`config.mk`:
```
export PLATFORM = sky130hd
export DESIGN_NAME = regfront_mem
export DESIGN_NICKNAME = d
export VERILOG_FILES = /design/src/rtl/regfront_pkg.sv /design/src/rtl/rf_onehot_dec.sv /design/src/rtl/rf_cell_grid.sv /design/src/rtl/rf_seq.sv /design/src/rtl/regfront_mem.sv
export SDC_FILE = /design/constraint.sdc
export NUM_CORES = 1
export LEC_CHECK = 0
export BUFFER_PORTS_ARGS = -buffer_cell sky130_fd_sc_hd__buf_2
export CAP_MARGIN = 0
export CORE_UTILIZATION = 55
export DETAILED_ROUTE_END_ITERATION = 10
export PLACE_DENSITY = 0.76
export SLEW_MARGIN = 40
export SYNTH_ARGS = -nofsm -noshare
export SYNTH_HDL_FRONTEND = slang
export SYNTH_SLANG_ARGS = --single-unit
```
`constraint.sdc`:
```
create_clock -name clk -period 1.7 [get_ports clk]
set_input_delay 0.085 -clock clk [delete_from_list [all_inputs] [get_ports clk]]
set_output_delay 0.085 -clock clk [all_outputs]
set_load 0.005 [all_outputs]
```
`src/rtl/regfront_pkg.sv`:
```
package regfront_pkg;
  typedef enum logic [2:0] {
    ST_IDLE  = 3'd0,
    ST_DATA  = 3'd1,
    ST_DEC   = 3'd2,
    ST_READ  = 3'd3,
    ST_WRITE = 3'd4
  } seq_state_t;
endpackage

```
`src/rtl/rf_onehot_dec.sv`:
```
module rf_onehot_dec #(
  parameter int SEL_W = 2,
  localparam int LINES = 1 << SEL_W
) (
  input  logic [SEL_W-1:0] sel,
  output logic [LINES-1:0] hot
);
  for (genvar i = 0; i < LINES; i++) begin : g_line
    assign hot[i] = (sel == SEL_W'(i));
  end
endmodule

```
`src/rtl/rf_cell_grid.sv`:
```
module rf_cell_grid #(
  parameter int DATA_W = 8,
  parameter int ROWS   = 4,
  parameter int COLS   = 4,
  localparam int CELLS = ROWS * COLS
) (
  input  logic              clk,
  input  logic              wr_en,
  input  logic [ROWS-1:0]   row_hot,
  input  logic [COLS-1:0]   col_hot,
  input  logic [DATA_W-1:0] wdata,
  output logic [DATA_W-1:0] rdata
);
  logic [CELLS*DATA_W-1:0] masked;

  for (genvar r = 0; r < ROWS; r++) begin : g_row
    for (genvar c = 0; c < COLS; c++) begin : g_col
      logic [DATA_W-1:0] q;
      logic              hit;
      assign hit = row_hot[r] & col_hot[c];
      always_ff @(posedge clk) begin
        if (wr_en && hit) q <= wdata;
      end
      assign masked[(r*COLS+c)*DATA_W +: DATA_W] = hit ? q : '0;
    end
  end

  always_comb begin
    rdata = '0;
    for (int k = 0; k < CELLS; k++) rdata = rdata | masked[k*DATA_W +: DATA_W];
  end
endmodule

```
`src/rtl/rf_seq.sv`:
```
module rf_seq
  import regfront_pkg::*;
(
  input  logic clk,
  input  logic rst,
  input  logic cmd_ld_addr,
  input  logic cmd_ld_data,
  input  logic cmd_fetch,
  input  logic cmd_store,
  output logic idle,
  output logic mar_ld,
  output logic mdr_ld_ext,
  output logic dec_ld,
  output logic rd_step,
  output logic wr_step
);
  seq_state_t state_q, state_d;
  logic       is_wr_q, dflag_q;

  assign idle       = (state_q == ST_IDLE);
  assign mar_ld     = idle && cmd_ld_addr;
  assign mdr_ld_ext = (idle && cmd_ld_data && !cmd_fetch && !cmd_store) ||
                      (state_q == ST_DATA && dflag_q);
  assign dec_ld     = (state_q == ST_DEC);
  assign rd_step    = (state_q == ST_READ);
  assign wr_step    = (state_q == ST_WRITE);

  always_comb begin
    state_d = state_q;
    case (state_q)
      ST_IDLE: begin
        if (cmd_fetch)      state_d = ST_DEC;
        else if (cmd_store) state_d = ST_DATA;
      end
      ST_DATA:  state_d = ST_DEC;
      ST_DEC:   state_d = is_wr_q ? ST_WRITE : ST_READ;
      ST_READ:  state_d = ST_IDLE;
      ST_WRITE: state_d = ST_IDLE;
      default:  state_d = ST_IDLE;
    endcase
  end

  always_ff @(posedge clk) begin
    if (rst) begin
      state_q <= ST_IDLE;
      is_wr_q <= 1'b0;
      dflag_q <= 1'b0;
    end else begin
      state_q <= state_d;
      if (idle && (cmd_fetch || cmd_store)) begin
        is_wr_q <= !cmd_fetch;
        dflag_q <= !cmd_fetch && cmd_ld_data;
      end
    end
  end
endmodule

```
`src/rtl/regfront_mem.sv`:
```
module regfront_mem #(
  parameter int DATA_W   = 8,
  parameter int ROW_BITS = 2,
  parameter int COL_BITS = 2,
  localparam int ADDR_W  = ROW_BITS + COL_BITS,
  localparam int ROWS    = 1 << ROW_BITS,
  localparam int COLS    = 1 << COL_BITS
) (
  input  logic              clk,
  input  logic              rst,
  input  logic              cmd_ld_addr,
  input  logic              cmd_ld_data,
  input  logic              cmd_fetch,
  input  logic              cmd_store,
  input  logic [ADDR_W-1:0] addr_in,
  input  logic [DATA_W-1:0] data_in,
  output logic [DATA_W-1:0] data_q,
  output logic              done
);
  logic              idle, mar_ld, mdr_ld_ext, dec_ld, rd_step, wr_step;
  logic [ADDR_W-1:0] mar_q;
  logic [ROWS-1:0]   row_dec, row_hot;
  logic [COLS-1:0]   col_dec, col_hot;
  logic [DATA_W-1:0] cell_rd;
  logic              sel_valid;

  rf_seq u_seq (
    .clk(clk), .rst(rst),
    .cmd_ld_addr(cmd_ld_addr), .cmd_ld_data(cmd_ld_data),
    .cmd_fetch(cmd_fetch), .cmd_store(cmd_store),
    .idle(idle), .mar_ld(mar_ld), .mdr_ld_ext(mdr_ld_ext),
    .dec_ld(dec_ld), .rd_step(rd_step), .wr_step(wr_step)
  );

  rf_onehot_dec #(.SEL_W(ROW_BITS)) u_row_dec (
    .sel(mar_q[ADDR_W-1:COL_BITS]), .hot(row_dec)
  );

  rf_onehot_dec #(.SEL_W(COL_BITS)) u_col_dec (
    .sel(mar_q[COL_BITS-1:0]), .hot(col_dec)
  );

  rf_cell_grid #(.DATA_W(DATA_W), .ROWS(ROWS), .COLS(COLS)) u_grid (
    .clk(clk), .wr_en(wr_step), .row_hot(row_hot), .col_hot(col_hot),
    .wdata(data_q), .rdata(cell_rd)
  );

  assign sel_valid = rd_step | wr_step;

  always_ff @(posedge clk) begin
    if (rst) begin
      mar_q   <= '0;
      data_q  <= '0;
      row_hot <= '0;
      col_hot <= '0;
      done    <= 1'b0;
    end else begin
      if (mar_ld) mar_q <= addr_in;
      if (mdr_ld_ext)   data_q <= data_in;
      else if (rd_step) data_q <= cell_rd;
      if (dec_ld) begin
        row_hot <= row_dec;
        col_hot <= col_dec;
      end else if (sel_valid) begin
        row_hot <= '0;
        col_hot <= '0;
      end
      done <= sel_valid;
    end
  end
endmodule

```
==> summary.md <==
| Metric | Value |
|---|---|
| Outcome | finished with violations |
| Failing checks | negative setup slack |
| Die W | between 100 and 150 um |
| Clock root buffer | clkbuf_8 |
| IO Count | 27 |
| DIE AREA | 11200 um^2 |
| DR pass1 iterations | 6 |
| Power Density | 1100 nW/um^2 |
| Nets | between 500 and 600 |
| Clock-pin slew on the worst setup and hold paths | ~0.060 ns |
| Routed WL per cell | approximately 24 um |
| Yosys cell types | 44 |
| Relative slew slack | 0.637 |
| TritonCTS clock tree | done |
| Worst Skew | 0.00593 ns |
| CP Data Arrival Time | approximately 2.1 ns |
| Leakage | between 2 and 3 nW |
| Register area | 4370 um^2 |
| Via-to-Cell Ratio | ~6.5 |
| Synth Net Count | around 410 |
| VDD IR max | roughly 0.0009 V |
| Post-Synthesis Mean Instance Area | 15.0 um^2 |
| #FFs+latches synth | around 150 |
| EDFF count, synth | about 130 |
| Startpoint types | flop |
| Total number of H-tree levels | 4 |
| Multi-input logic area | 1430 um^2 |
| Syn Inst Count | 396 |
| Max-cap violation count | 0 |
| FILL cells | between 600 and 700 |
| Setup TNS | -0.000867 ns |
| Core box area | 10400 um^2 |
| Top cell family by delay on the critical path | compound AO/OA/AOI/OAI gates |
| First-pass GRT wire length | roughly 23000 um |
| TritonCTS Buffers | 17 |
| DRC Markers | 0 |
| Layout cells sized above 1 | 0.295 |
| Vias in the first global route | ~4000 |
| Async SR Flop Fraction | 0 |
| Largest net degree at the start of global routing | 26 |
| Initial Util | 0.572 |
| Pins Over Slew Limit | 0 |
| Top cell type by total area after synthesis | edfxtp_1 |
| DRT antenna net count | 0 |
| Final worst-path cycle share | 1.00 |
| RSZ-0062 raised after global routing | yes |
| Yosys top cell area share | 0.648 |
| Crit end category | flop |
| Final worst slack | -0.000867 ns |
| Port Buffer Count | 26 |
| Worst Hold Class | input pin to flop |
| Drt total wl | between 15000 and 20000 um |
| Slowest stage delay, CP | 0.34 ns |
| Synth Flop Type | edfxtp_1 |
| Min Tclk post-route | roughly 1.7 ns |
| Design area | about 7400 um^2 |
| CTS Buffer Depth | 2 |
| Final Hold Fails | 0 |
| GP Congestion | roughly 0.86 |
| Gr usage total | 0.288 |
| Sequential fraction of the synthesis area | 0.736 |
| Sink Count | ~150 |
| Diode count | 0 |
| Vias post-DR | about 4200 |
| Area contributors post-synth | edfxtp_1 65%, dfxtp_1 8.8%, a22o_1 4.3% |
| CP Class | flop to flop |
| Initial drt markers | about 570 |
| Placed cell areas | around 6600 um^2 |
| Rows | 37 |
| Max Fclk | slightly below 600 MHz |
| Clock Latency Late Sink | around 0.53 ns |
| Critical Path RT | between 2 and 2.5 ns |
| Hpwl dp | between 9000 and 10000 um |
| Final setup fails | 1 |
| Syn-to-layout area delta | 25.3% |
| Die Y | 106 um |
| CP cell instances | buf_12, a22o_1, a222oi_1, nand3_1, a311oi_1, a211oi_2 |
| Critical path buffers and inverters | 1 |
| Initial antenna violation count | 0 |
| Synth Cell Area | a little under 6000 um^2 |
| Ys Warns | 0 |
| Critical path's slowest cell | dfxtp_1 |
| Worst-path fanout max | 18 |
| Slew @ Worst Pin | ~0.55 ns |
| Most common cell after layout, fill and taps aside | edfxtp_1 |
| Commonest non-fill, non-tap cells in the layout | 128 x edfxtp_1, 66 x buf_4, 30 x a22oi_1, 29 x a22o_1, 26 x buf_2 |
| Total gr overflow | 0 |
-- stage by stage --
stage / total power, W / cells / setup WS (ns) / hold slack [ns] / util
3_3_place_gp: 0.00472 / 587 / 0.00267 / 0.319 / 0.637
6_report: 0.00817 / 644 / -0.000867 / 0.0816 / 0.717
4_1_cts: 0.00809 / 635 / 0.00423 / 0.0788 / 0.705
5_1_grt: 0.00838 / 644 / -0.0628 / 0.0971 / 0.717
2_1_floorplan: 0.00454 / 396 / 0.0224 / 0.182 / -
3_5_place_dp: 0.00474 / 587 / -0.0575 / 0.331 / 0.637
-- final cells by class --
type,instances,share of cell area
Multi-Input combinational cell,202,0.192
Timing Repair Buffer,113,0.120
Sequential cell,154,0.588
Clock inverter,14,0.0153
Inverter,7,0.00522
Clock buffer,18,0.0562
Tap cell,136,0.0229
-- Yosys cell counts, drive strengths merged (6+ instances only) --
cell type,count
inv,6
and3,17
a222oi,14
dfxtp,26
a22oi,31
clkbuf,20
a22o,29
nor2,22
nand2,21
a21oi,16
o21ai,7
edfxtp,128
buf,13
-- per-layer routing --
metal  track usage  vias up  share of wire
met3         0.101       35           0.12
met1         0.376     2042           0.37
met4         0.103        0          0.021
met5             0        -              0
li1              -     1800              -
met2         0.450      308           0.49
-- where the power goes --
| group | switching (W) | total (W) | internal, W |
|---|---|---|---|
| logic | 0.000311 | 0.000574 | 0.000263 |
| clock network | 0.00158 | 0.00340 | 0.00182 |
| registers | 0.0000667 | 0.00419 | 0.00413 |
-- kinds of logic after synthesis --
kind of cell    after synthesis  synth area share
flops                       154             0.736
compound gates              123             0.164
simple gates                 75            0.0629
buf+inv                      40            0.0310
mux                           4           0.00675
-- sequential cells by signal (all words and copies together) (netlist names) --
signal / count
u_grid.g_row.g_col.q: 128
data_q: 8
col_hot: 4
mar_q: 4
row_hot: 4
u_seq.state_q: 3
done: 1
u_seq.dflag_q: 1
u_seq.is_wr_q: 1
-- final timing paths --
check | cells past startpoint | to | start | slack [ns]
worst max-delay path | 6 | data_q[6] | row_hot[2] | -0.0009
worst min-delay path | 4 | mar_q[2] | cmd_ld_addr | 0.08
worst max register to register | 6 | data_q[6] | row_hot[2] | -0.0009
worst min register to register | 2 | u_seq.dflag_q | u_seq.dflag_q | 0.49
-- worst register-to-register path: stages (launching register included) --
cell	delay (ns)
dfxtp_1	0.34
buf_12	0.17
a22o_1	0.23
a222oi_1	0.33
nand3_1	0.13
a311oi_1	0.29
a211oi_2	0.07
-- timing repair --
action / CTS / global route
cloned: 0 / 1
hold endpoints to repair: 19 / 0
hold buffers: 16 / 0
setup buffers: 0 / 8
endpoints found under the setup margin: 8 / 80
pin swaps: 2 / 6
resized for setup: 4 / 12
Power figures use the tool's default switching activity.
